[config.mk]
export PLATFORM = sky130hd
export DESIGN_NAME = dram_grid
export DESIGN_NICKNAME = d
export VERILOG_FILES = /design/src/rtl/dram_grid_pkg.sv /design/src/rtl/dram_cell_array.sv /design/src/rtl/dram_row_buffer.sv /design/src/rtl/dram_refresh_ctrl.sv /design/src/rtl/dram_grid.sv
export SDC_FILE = /design/constraint.sdc
export NUM_CORES = 1
export LEC_CHECK = 0
export BUFFER_PORTS_ARGS = -buffer_cell sky130_fd_sc_hd__buf_4
export CAP_MARGIN = 25
export CORE_ASPECT_RATIO = 0.6
export CORE_MARGIN = 4
export CORE_UTILIZATION = 35
export CTS_CLUSTER_DIAMETER = 120
export CTS_CLUSTER_SIZE = 10
export DETAILED_ROUTE_END_ITERATION = 10
export PLACE_DENSITY = 0.52
export SYNTH_ARGS = -nofsm -noshare
export SYNTH_HDL_FRONTEND = slang
export SYNTH_HIERARCHICAL = 1
export SYNTH_SLANG_ARGS = --single-unit
[constraint.sdc]
create_clock -name clk -period 12.15 [get_ports clk]
set_input_delay 2.43 -clock clk [delete_from_list [all_inputs] [get_ports clk]]
set_output_delay 2.43 -clock clk [all_outputs]
set_load 0.01 [all_outputs]
[src/rtl/dram_grid_pkg.sv]
// Package: types shared by the DRAM grid model.
// Assumes: nothing beyond standard SystemVerilog.
package dram_grid_pkg;

    // Which source owns the single array write port in a cycle.
    typedef enum logic [1:0] {
        WP_IDLE    = 2'd0,
        WP_BACK    = 2'd1,
        WP_REFRESH = 2'd2
    } wport_sel_e;

endpackage

[src/rtl/dram_cell_array.sv]
// Module: dram_cell_array
// Storage grid of ROWS rows. One row-wide write port and two combinational
// row read ports: port A feeds the row buffer, port B feeds refresh.
// Assumes: at most one row write per cycle; contents clear on reset.
module dram_cell_array #(
    parameter int ROWS  = 4,
    parameter int COLS  = 4,
    parameter int WIDTH = 8,
    localparam int RA   = $clog2(ROWS)
) (
    input  logic                        clk,
    input  logic                        rst_n,
    input  logic                        wr_en,
    input  logic [RA-1:0]               wr_row,
    input  logic [COLS-1:0][WIDTH-1:0]  wr_data,
    input  logic [RA-1:0]               rd_a_row,
    output logic [COLS-1:0][WIDTH-1:0]  rd_a_data,
    input  logic [RA-1:0]               rd_b_row,
    output logic [COLS-1:0][WIDTH-1:0]  rd_b_data
);

    logic [COLS-1:0][WIDTH-1:0] mem_q [ROWS];

    // Row storage: clear on reset, otherwise take one full-row write.
    always_ff @(posedge clk) begin
        if (!rst_n) begin
            for (int r = 0; r < ROWS; r++) begin
                mem_q[r] <= '0;
            end
        end else if (wr_en) begin
            mem_q[wr_row] <= wr_data;
        end
    end

    // Two independent combinational row reads.
    always_comb begin
        rd_a_data = mem_q[rd_a_row];
        rd_b_data = mem_q[rd_b_row];
    end

endmodule

[src/rtl/dram_row_buffer.sv]
// Module: dram_row_buffer
// Holds the open row and serves column reads and writes. The registered
// read result stays put until a new access or a clear.
// Assumes: load, cell_rd and cell_we are mutually exclusive (the caller
// decides priority); clear_rd may coincide with load.
module dram_row_buffer #(
    parameter int COLS  = 4,
    parameter int WIDTH = 8,
    localparam int CA   = $clog2(COLS)
) (
    input  logic                        clk,
    input  logic                        rst_n,
    input  logic                        load,
    input  logic [COLS-1:0][WIDTH-1:0]  load_data,
    input  logic                        cell_rd,
    input  logic                        cell_we,
    input  logic [CA-1:0]               col,
    input  logic [WIDTH-1:0]            wdata,
    input  logic                        clear_rd,
    output logic [COLS-1:0][WIDTH-1:0]  row_q,
    output logic [WIDTH-1:0]            rdata,
    output logic                        rdata_vld
);

    // Buffer contents: whole-row load or a single-cell update.
    always_ff @(posedge clk) begin
        if (!rst_n) begin
            row_q <= '0;
        end else if (load) begin
            row_q <= load_data;
        end else if (cell_we) begin
            row_q[col] <= wdata;
        end
    end

    // Read result register and its valid flag.
    always_ff @(posedge clk) begin
        if (!rst_n) begin
            rdata     <= '0;
            rdata_vld <= 1'b0;
        end else if (clear_rd) begin
            rdata_vld <= 1'b0;
        end else if (cell_rd) begin
            rdata     <= row_q[col];
            rdata_vld <= 1'b1;
        end else if (cell_we) begin
            rdata_vld <= 1'b0;
        end
    end

endmodule

[src/rtl/dram_refresh_ctrl.sv]
// Module: dram_refresh_ctrl
// Counts refresh requests, serves one per cycle while allowed, walks a
// rotating row pointer and reports each served row for one cycle.
// Assumes: the pending count saturates at 2^PEND_W-1; extra requests drop.
module dram_refresh_ctrl #(
    parameter int ROWS   = 4,
    parameter int PEND_W = 2,
    localparam int RA    = $clog2(ROWS),
    localparam int PMAX  = (1 << PEND_W) - 1
) (
    input  logic          clk,
    input  logic          rst_n,
    input  logic          req,
    input  logic          allow,
    output logic          svc,
    output logic [RA-1:0] svc_row,
    output logic          ack,
    output logic [RA-1:0] ack_row
);

    logic [PEND_W-1:0] pend_q;
    logic [PEND_W:0]   pend_sum;

    // Serve when something is waiting and the array port is free.
    always_comb begin
        svc      = allow && (req || (pend_q != '0));
        pend_sum = {1'b0, pend_q} + {{PEND_W{1'b0}}, req}
                 - {{PEND_W{1'b0}}, svc};
    end

    // Pending count with saturation.
    always_ff @(posedge clk) begin
        if (!rst_n) begin
            pend_q <= '0;
        end else if (pend_sum > (PEND_W+1)'(PMAX)) begin
            pend_q <= PEND_W'(PMAX);
        end else begin
            pend_q <= pend_sum[PEND_W-1:0];
        end
    end

    // Rotating row pointer and one-cycle acknowledge.
    always_ff @(posedge clk) begin
        if (!rst_n) begin
            svc_row <= '0;
            ack     <= 1'b0;
            ack_row <= '0;
        end else begin
            ack <= svc;
            if (svc) begin
                ack_row <= svc_row;
                svc_row <= (svc_row == RA'(ROWS-1)) ? '0 : svc_row + 1'b1;
            end
        end
    end

endmodule

[src/rtl/dram_grid.sv]
// Module: dram_grid (top)
// Multiplexed-address DRAM grid: row strobe opens a row into the buffer,
// column strobe reads or writes one cell, close or a new row writes back,
// refresh rewrites rows in rotation only while no row is open.
// Assumes: ROWS and COLS are powers of two, each at least 2. Strobe
// priority is row_stb, then close_row, then col_stb.
module dram_grid #(
    parameter int ROWS   = 4,
    parameter int COLS   = 4,
    parameter int WIDTH  = 8,
    parameter int PEND_W = 2,
    localparam int RA    = $clog2(ROWS),
    localparam int CA    = $clog2(COLS),
    localparam int AW    = (RA > CA) ? RA : CA
) (
    input  logic             clk,
    input  logic             rst_n,
    input  logic [AW-1:0]    addr,
    input  logic             row_stb,
    input  logic             col_stb,
    input  logic             close_row,
    input  logic             wr_en,
    input  logic [WIDTH-1:0] wdata,
    input  logic             refresh_req,
    output logic [WIDTH-1:0] rdata,
    output logic             rdata_vld,
    output logic             col_err,
    output logic [RA-1:0]    refresh_row
    ,output logic            refresh_ack
);
    import dram_grid_pkg::*;

    logic                       row_open;
    logic [RA-1:0]              open_row;
    logic [RA-1:0]              row_a;
    logic [CA-1:0]              col_a;
    logic                       same_row, col_ok, col_bad;
    logic                       buf_load, cell_rd, cell_we, clear_rd;
    logic                       ref_allow, ref_svc;
    logic [RA-1:0]              ref_row;
    logic [COLS-1:0][WIDTH-1:0] buf_row, arr_a, arr_b, wp_data;
    logic [RA-1:0]              wp_row;
    wport_sel_e                 wp_sel;

    // Decode strobes by priority into buffer, array and refresh actions.
    always_comb begin
        row_a     = addr[RA-1:0];
        col_a     = addr[CA-1:0];
        same_row  = row_open && (row_a == open_row);
        col_ok    = col_stb && !row_stb && !close_row && row_open;
        col_bad   = col_stb && !row_stb && !close_row && !row_open;
        buf_load  = row_stb && !same_row;
        cell_rd   = col_ok && !wr_en;
        cell_we   = col_ok && wr_en;
        clear_rd  = row_stb || close_row;
        ref_allow = !row_open && !row_stb;
    end

    // Pick the owner of the array write port.
    always_comb begin
        wp_sel  = WP_IDLE;
        wp_row  = open_row;
        wp_data = buf_row;
        if (row_open && ((row_stb && !same_row) || (close_row && !row_stb))) begin
            wp_sel = WP_BACK;
        end else if (ref_svc) begin
            wp_sel  = WP_REFRESH;
            wp_row  = ref_row;
            wp_data = arr_b;
        end
    end

    // Open-row state and the one-cycle column error flag.
    always_ff @(posedge clk) begin
        if (!rst_n) begin
            row_open <= 1'b0;
            open_row <= '0;
            col_err  <= 1'b0;
        end else begin
            col_err <= col_bad;
            if (row_stb) begin
                row_open <= 1'b1;
                open_row <= row_a;
            end else if (close_row) begin
                row_open <= 1'b0;
            end
        end
    end

    dram_cell_array #(.ROWS(ROWS), .COLS(COLS), .WIDTH(WIDTH)) array_i (
        .clk       (clk),
        .rst_n     (rst_n),
        .wr_en     (wp_sel != WP_IDLE),
        .wr_row    (wp_row),
        .wr_data   (wp_data),
        .rd_a_row  (row_a),
        .rd_a_data (arr_a),
        .rd_b_row  (ref_row),
        .rd_b_data (arr_b)
    );

    dram_row_buffer #(.COLS(COLS), .WIDTH(WIDTH)) rowbuf_i (
        .clk       (clk),
        .rst_n     (rst_n),
        .load      (buf_load),
        .load_data (arr_a),
        .cell_rd   (cell_rd),
        .cell_we   (cell_we),
        .col       (col_a),
        .wdata     (wdata),
        .clear_rd  (clear_rd),
        .row_q     (buf_row),
        .rdata     (rdata),
        .rdata_vld (rdata_vld)
    );

    dram_refresh_ctrl #(.ROWS(ROWS), .PEND_W(PEND_W)) refresh_i (
        .clk     (clk),
        .rst_n   (rst_n),
        .req     (refresh_req),
        .allow   (ref_allow),
        .svc     (ref_svc),
        .svc_row (ref_row),
        .ack     (refresh_ack),
        .ack_row (refresh_row)
    );

endmodule

== Yosys cells after proc, flatten, opt, wreduce, memory -nomap -nowiden ==
Memory sizes are Yosys's and may differ from the RTL's. A register that Yosys moved wholly into a read port is not among the register bits.
Cells that the tools add are included.
Storage, ports and cells
  bits in writable memories: 128
  logic and storage cells: 81
  register bits: 52
  memories kept: 1
  input port bits: 17
Operators by class
  reductions and logical operators: 29
  muxes and demuxes: 28
  bitwise logic cells: 2
  $add $sub $neg: 3
  eq/ne operators: 2
  magnitude comparators: 3
Memories
  array_i.mem_q: words 4, bits a word 32, read ports 2, clocked after Yosys merged registers in 1, write ports 4, RTL line dram_cell_array.sv:22  | logic [COLS-1:0][WIDTH-1:0] mem_q [ROWS];
Operators by type and width (count)
  32-bit two-way mux: 5
  32-bit bitwise mux: 1
  32-bit OR reduction: 1
  2-bit two-way mux: 9
  8-bit binary-select mux with 2-bit select: 1
  8-bit demux with 2-bit select: 1
  8-bit two-way mux: 2
  1-bit logical AND: 13
  2-bit nonzero test: 5
  1-bit two-way mux: 9
  1-bit zero test: 5
  2-bit by 1-bit adder with 3-bit output: 1
  3-bit by 2-bit greater-than comparator with 1-bit output (second input constant): 1
  1-bit logical OR: 3
  2-bit by 3-bit < comparator with 1-bit output (second input constant): 1
  3-bit by 1-bit subtractor with 3-bit output: 1
  2-bit by 1-bit adder with 2-bit output (second input constant): 1
  2-bit == test: 1
  2-bit == test (second input constant): 1
  2-bit by 1-bit >= comparator with 1-bit output (second input constant): 1
  1-bit NOT: 2
  2-bit AND reduction: 1
  2-bit OR reduction: 1

== Depth between registers and ports, before layout ==
Gate-level depths: netlist of run 1.
  depth in word-level cells: 13
  mapped depth: 13
  mapped depth without buffers: 10

== By module ==
Netlist of run 1, hierarchy kept.
Modules (own cells, without submodules)
  dram_cell_array: area an instance 6423.7 um^2, sequential area each 3843.7 um^2, cells an instance 362, times used 1
  dram_row_buffer: area an instance 1961.9 um^2, sequential area each 820.8 um^2, cells an instance 229, times used 1
  dram_grid: area an instance 1600.3 um^2, sequential area each 80.1 um^2, cells an instance 232, times used 1
  dram_refresh_ctrl: area an instance 344.1 um^2, sequential area each 140.1 um^2, cells an instance 32, times used 1

== Least setup slack after synthesis of run 1 ==
Ideal clock, no wire load.
  path kind: in2reg
  start: in row_stb
  end: mem array_i/mem_q[0][0] in the netlist's numbering (enable)
  cell stages on the path: 12
  data arrival time: 6.398 ns
  setup time: 0.466 ns
  path buffers: 4
  path slack: 5.286 ns
  path through: buf_2 clkbuf_1 nor2_1 o31ai_4 inv_2 and2_1 and4_1 buf_6 buf_8 o211ai_2 nand2b_1 o21ai_0
RTL lines
  start, declared: RTL line dram_grid.sv:19  | input logic row_stb,
  end, declared: RTL line dram_cell_array.sv:22

==> results of run 1 <==
## per-stage QoR
step           util, %  worst slack, ps  area (um^2)
2_1_floorplan        -             5290        10300
3_3_place_gp      37.0             5240        10700
3_5_place_dp      37.2             5360        10700
4_1_cts           39.4             5840        11400
5_1_grt           39.6             6180        11400
6_report          39.6             6360        11400
## state kept, by name, indices dropped and copies added (netlist names)
signal              cells
refresh_i/pend_q        2
rowbuf_i/row_q         32
open_row                2
refresh_i/ack           1
array_i/mem_q         128
rowbuf_i/rdata          8
col_err                 1
refresh_i/ack_row       2
row_open                1
refresh_i/svc_row       2
rowbuf_i/rdata_vld      1
## cell type report
class / instances / share of cell area [%]
clock inverters: 12 / 1.54
flip-flops and latches: 180 / 42.7
multi-input cells: 577 / 43.1
inverters: 11 / 0.361
repair buffers: 49 / 3.79
clock buffers: 20 / 4.08
well taps: 400 / 4.38
diodes: 1 / 0.0219
## layer usage
metal	vias to the layer above	global-route usage (%)	share of wire, %
li1	3255	-	-
met1	3641	30.3	52
met5	-	0	0
met3	17	5.21	8.2
met4	0	3.08	0.58
met2	261	25.2	40
## logic make-up (layout without fill, tap and decap cells)
logic type                 Yosys count  after routing  share of synthesized area [%]
and+or+nand+nor                    293            293                           17.1
buffers and inverters               98             92                           5.61
muxes                               94             94                           17.0
DFF                                180            180                           47.3
other                                0              1                              0
AOI/OAI and AO/OA                  183            183                           12.1
xor gates and xnor gates             3              3                          0.400
adders and majority gates            4              4                          0.557
## cell usage after synthesis (4+ instances only)
library cell and n:
edfxtp_1 128, o21ai_0 68, buf_6 5, mux4_2 60
nand3_1 35, buf_2 19, nand2_1 32, a21o_1 7
o22ai_1 7, o211ai_2 30, a21oi_1 49, mux2i_1 30
clkbuf_1 42, o21a_1 4, a21oi_2 8, and3_1 66
clkbuf_2 9, buf_12 6, mux4_1 4, and2_1 97
inv_1 10, nand4_1 34, dfxtp_1 52, o211ai_1 4
## worst max path at each step
stage	to	slack [ps]	depth (start not counted)
global placement	array_i/mem_q[1][1]	5240	6
floorplan	array_i/mem_q[0][0]	5290	12
detailed placement	array_i/mem_q[1][2]	5360	7
CTS	array_i/mem_q[1][14]	5840	7
finish	array_i/mem_q[0][4]	6360	8
global route	array_i/mem_q[0][0]	6180	7
## worst register-to-register path, delay by kind of cell, from the launching register on
family                 cells  cell delay, ps
AO/OA/AOI/OAI              3            1170
buffers and inverters      4            1370
flip-flops                 1             610
AND/OR/NAND/NOR            2             670
## where the power goes
group	leakage, nW	switching (W)	internal, W
registers	1.77	0.0000372	0.000717
logic	2.35	0.000206	0.000135
clock network	0.312	0.000254	0.000361
total	4.43	0.000498	0.00121
==> flow_metrics.tcl, run 1 <==
set metrics [dict create \
    synth_nets 876 \
    critPathMaxFanout 57 \
    vias_per_cell 5.74 \
    cp-end-kind "register" \
    syn-cell-area_um2 10300 \
    syn_to_final_growth_pct 10.7 \
    power.total_w 0.00171 \
    ys_dominant_reg_cell "edfxtp_1" \
    cp.arrival_ps 5900 \
    cts-root-buf "clkbuf_16" \
    clk_latency_ps 450 \
    finalHoldViolations 0 \
    dp_cells 1214 \
    cts_sinks 180 \
    worst_path_largest_cell_delay_ps 820 \
    hpwl_um 19300 \
    fin_setup_tns_ps 0 \
    worst_pin_slew_ps 1040 \
    grt_max_degree 74 \
    drt_iter0_markers 735 \
    post_drt_wl_per_cell_um 24.0 \
    rsz0062_at_grt "no" \
    synth-async-reset-ratio_pct 0 \
    cts_tree "built" \
    cpLargestDelayFamily "buffers and inverters" \
    fillers 2770 \
    multiInputGateArea_um2 4930 \
    fmax_mhz 173 \
    path_common_cell "buf_4" \
    cts_setup_buffers 0 \
    vias 7174 \
    synth_edf_count 128 \
    grt_usage_pct 18.8 \
    nNetsFinal 857 \
    clock_skew_ps 12.1 \
    gp_congestion 0.765 \
    slew_headroom_pct 30.5 \
    yosys-top-cells-area "edfxtp_1 37%, mux4_2 13%, dfxtp_1 10%, and2_1 5.9%, and3_1 4.0%" \
    cellLeakagePower_nw 4.43 \
    clockBufferDepth 2 \
    crit_buf_inv 3 \
    critPathKind "in2reg" \
    r2r_setup_slack_ps 7990 \
    fp-row-count 48 \
    critical_path.slowest_cell "o21ai_2" \
    cts_made_buffers 17 \
    required_ps 12270 \
    grt.overflow.total 0 \
    yosys_warnings 6 \
    layout_commonest_cell "edfxtp_1" \
    antenna_found_initial 0 \
    synthDominantCellAreaShare_pct 37.2 \
    totalWireLength_um 30000 \
    status "completed" \
    min_path_type "reg2reg" \
    fp.dieW_um 230 \
    die_h_um 141 \
    firstDrtPassIters 6 \
    grt_pass1_vias 6827 \
    whs_path_depth 1 \
    yosysSeqAreaShare_pct 47.3 \
    start_util_pct 35.8 \
    min-delay-start "rowbuf_i/rdata[4]" \
    drv_slew 0 \
    regToRegStartpoint "row_open" \
    start_kind "input pin" \
    period_share_pct 47.6 \
    regArea_um2 4890 \
    powerDensity_nw_per_um2 150 \
    holdWs_ps 454 \
    clk_pin_slew_ps 70 \
    post-route-drc-count 0 \
    port_buffers 29 \
    ir_worst_vdd_mv 0.0905 \
    core-area_um2 28900 \
    drive_gt1_share_pct 23.3 \
    cts_max_level 4 \
    postSynthAreaPerCell_um2 12.1 \
    grt_first_pass_wirelength_um 45700 \
    final_cell_mix "128 x edfxtp_1, 97 x and2_1, 66 x o21ai_0, 66 x and3_1, 60 x mux4_2" \
    crit_start "addr[1]" \
    reg2regPathDepth 9 \
    ys_ff_latch 180 \
    postRouteAntennaNets 0 \
    yosys.area.top_type "edfxtp_1" \
    maxCapViolations 0 \
    fin_crit_ps 5790 \
    cts_resized 0 \
    cts_hold_buf 0 \
    dieArea_um2 32400 \
    syn_inst 855 \
    r2r_end "array_i/mem_q[0][4]" \
    fin_cells 1250 \
    yosys.cell_types.count 56 \
    io_pins 30 \
    hold_end "rowbuf_i/rdata[4]" \
    setup_viol 0 \
    crit_chain "buf_4 -> xnor2_4 -> buf_4 -> and4_1 -> o21ai_2 -> nand2b_1 -> o21ai_4 -> buf_4" \
]
(Power assumes the default switching activity.)
==> run 2, diff against run 1 <==
==> constraint.sdc (replaced) <==
create_clock -name clk -period 6.06 [get_ports clk]
set_input_delay 1.212 -clock clk [delete_from_list [all_inputs] [get_ports clk]]
set_output_delay 1.212 -clock clk [all_outputs]
set_load 0.01 [all_outputs]
==> run 2 against run 1 <==
Against the previous run: clock-buffer cell count increased by 7; final cell count about the same; non-clock buffer count increased by 2; setup slack worse by 4600 ps; sequential share of layout area up 0.50 points; die area unchanged; clock skew fell by 3.3 ps; routed wire length increased by 4.5%; critical path depth is 2 higher; critical path type unchanged; largest power group unchanged.
==> flow_metrics.tcl, run 2 (same netlist as run 1, synthesis figures left out) <==
set metrics [dict create \
    status "completed" \
    die_h_um 141 \
    regMostFlops "array_i/mem_q" \
    core-area_um2 28900 \
    holdWs_ps 455 \
    fin_crit_ps 4320 \
    use_met3_pct 4.64 \
    clockBufferDepth 2 \
    multiInputGateArea_um2 4930 \
    clock_skew_ps 8.81 \
    cellLeakagePower_nw 4.39 \
    critical_path.slowest_cell "o211ai_1" \
    cts_made_buffers 17 \
    required_ps 6150 \
    grt_usage_pct 19.6 \
    pwr-share-seq_pct 46.4 \
    nNetsFinal 859 \
    fmax_mhz 231 \
    antenna_found_initial 0 \
    drt_iter0_markers 812 \
    worst_path_largest_cell_delay_ps 560 \
    setup_ws_ps 1740 \
    final_area_um2 11300 \
    cts-root-buf "clkbuf_16" \
    drive_gt1_share_pct 23.0 \
    clk_pin_slew_ps 60 \
    hpwl_um 18800 \
    largest_register_ffs 128 \
    start_kind "input pin" \
    cts_hold_buf 0 \
    post-route-drc-count 0 \
    grtUsageMet1_pct 30.6 \
    finalHoldViolations 0 \
    critPathMaxFanout 45 \
    regArea_um2 4890 \
    min_path_type "reg2reg" \
    powerDensity_nw_per_um2 288 \
    cts_setup_buffers 0 \
    ir_worst_vdd_mv 0.185 \
    comb_power_share_pct 21.2 \
    grt_first_pass_wirelength_um 46900 \
    p_sw_share_pct 29.9 \
    crit_chain "buf_4 -> nor2_1 -> o31ai_4 -> inv_2 -> and2_1 -> and4_2 -> o211ai_1 -> inv_1 -> o21ai_4 -> buf_4" \
    cts_sinks 180 \
    path_common_cell "buf_4" \
    fin_cells 1251 \
    dpl_cell_area_um2 10800 \
    dieArea_um2 32400 \
    post_drt_wl_per_cell_um 25.1 \
    maxCapViolations 0 \
    intPower_w 0.00228 \
    cpLargestDelayFamily "buffers and inverters" \
    cts_max_level 4 \
    fin_setup_tns_ps 0 \
    dp_cells 1219 \
    grt_busiest_layer "met1" \
    reg_top3 "array_i/mem_q x128, rowbuf_i/row_q x32, rowbuf_i/rdata x8" \
    firstDrtPassIters 5 \
    fillers 2788 \
    cts_tree "built" \
    cp-end-kind "register" \
    num_antenna_cells 0 \
    dp_slack_ps 1260 \
    period_share_pct 71.3 \
    slew_headroom_pct 31.7 \
    layout_commonest_cell "edfxtp_1" \
    io_pins 30 \
    power_frac_clock_pct 32.4 \
    vias 7249 \
    drv_slew 0 \
    vias_per_cell 5.79 \
    gp_congestion 0.797 \
    start_util_pct 35.8 \
    grt_max_degree 50 \
    totalWireLength_um 31400 \
    final_cell_mix "128 x edfxtp_1, 97 x and2_1, 66 x o21ai_0, 66 x and3_1, 60 x mux4_2" \
    clk_latency_ps 450 \
    grtUsageMet2_pct 26.9 \
    rsz0062_at_grt "no" \
    cp.arrival_ps 4410 \
    setup_viol 0 \
    postRouteAntennaNets 0 \
    grt_pass1_vias 6849 \
    fp-row-count 48 \
    port_buffers 29 \
    critPathKind "in2reg" \
    grt.overflow.total 0 \
    syn_to_final_growth_pct 9.44 \
    p_switching_w 0.000972 \
    fp.dieW_um 230 \
    crit_buf_inv 4 \
    worst_pin_slew_ps 1020 \
    cts_resized 0 \
]
## run 2: cell count changes in the layout (fill, tap and decap cells not counted), sizes merged
cell	delta
clkbuf	+7
bufinv	-4
buf	+2
clkinvlp	-2
diode	-1
inv	-1
## run 2: layer usage
layer	up-vias	wire, um
li1	3271	-
met5	-	0
met4	0	470
met3	37	2520
met1	3626	15500
met2	315	12900
## run 2: stage by stage
stage	power (W)	util (%)
final	0.00325	39.1
after detailed placement	0.00222	37.3
after global placement	0.00221	37.1
after CTS	0.00326	39.1
after global routing	0.00339	39.1
after floorplan	0.00201	-
## run 2: worst reg2reg max path, delay by kind of cell, from the launching register on
family,cells,cell delay [ps]
AO/OA/AOI/OAI,3,1200
buffers and inverters,3,940
flip-flops,1,370
AND/OR/NAND/NOR,2,630
## run 2: path summary, 6_finish.rpt
path,slack [ps],to,from,cells after the start
min reg2reg,450,rowbuf_i/rdata[0],rowbuf_i/rdata[0],1
min,450,rowbuf_i/rdata[0],rowbuf_i/rdata[0],1
max,1740,array_i/mem_q[2][14],row_stb,10
max reg2reg,2530,array_i/mem_q[2][14],refresh_i/pend_q[1],8
## run 2: final cells by class
type | instances | share of cell area, %
clock buffers | 27 | 4.54
clock inverters | 5 | 0.221
inverters | 11 | 0.365
multi-input cells | 577 | 43.6
flip-flops and latches | 180 | 43.2
well taps | 400 | 4.43
repair buffers | 51 | 3.61
## run 2: power groups by stage
stage | Combinational, W | Sequential, W | Clock, W
2_1_floorplan | 0.000499 | 0.00151 | 0
3_3_place_gp | 0.000680 | 0.00153 | 0
3_5_place_dp | 0.000689 | 0.00154 | 0
6_report | 0.000691 | 0.00151 | 0.00106
5_1_grt | 0.000746 | 0.00152 | 0.00112
4_1_cts | 0.000689 | 0.00151 | 0.00107
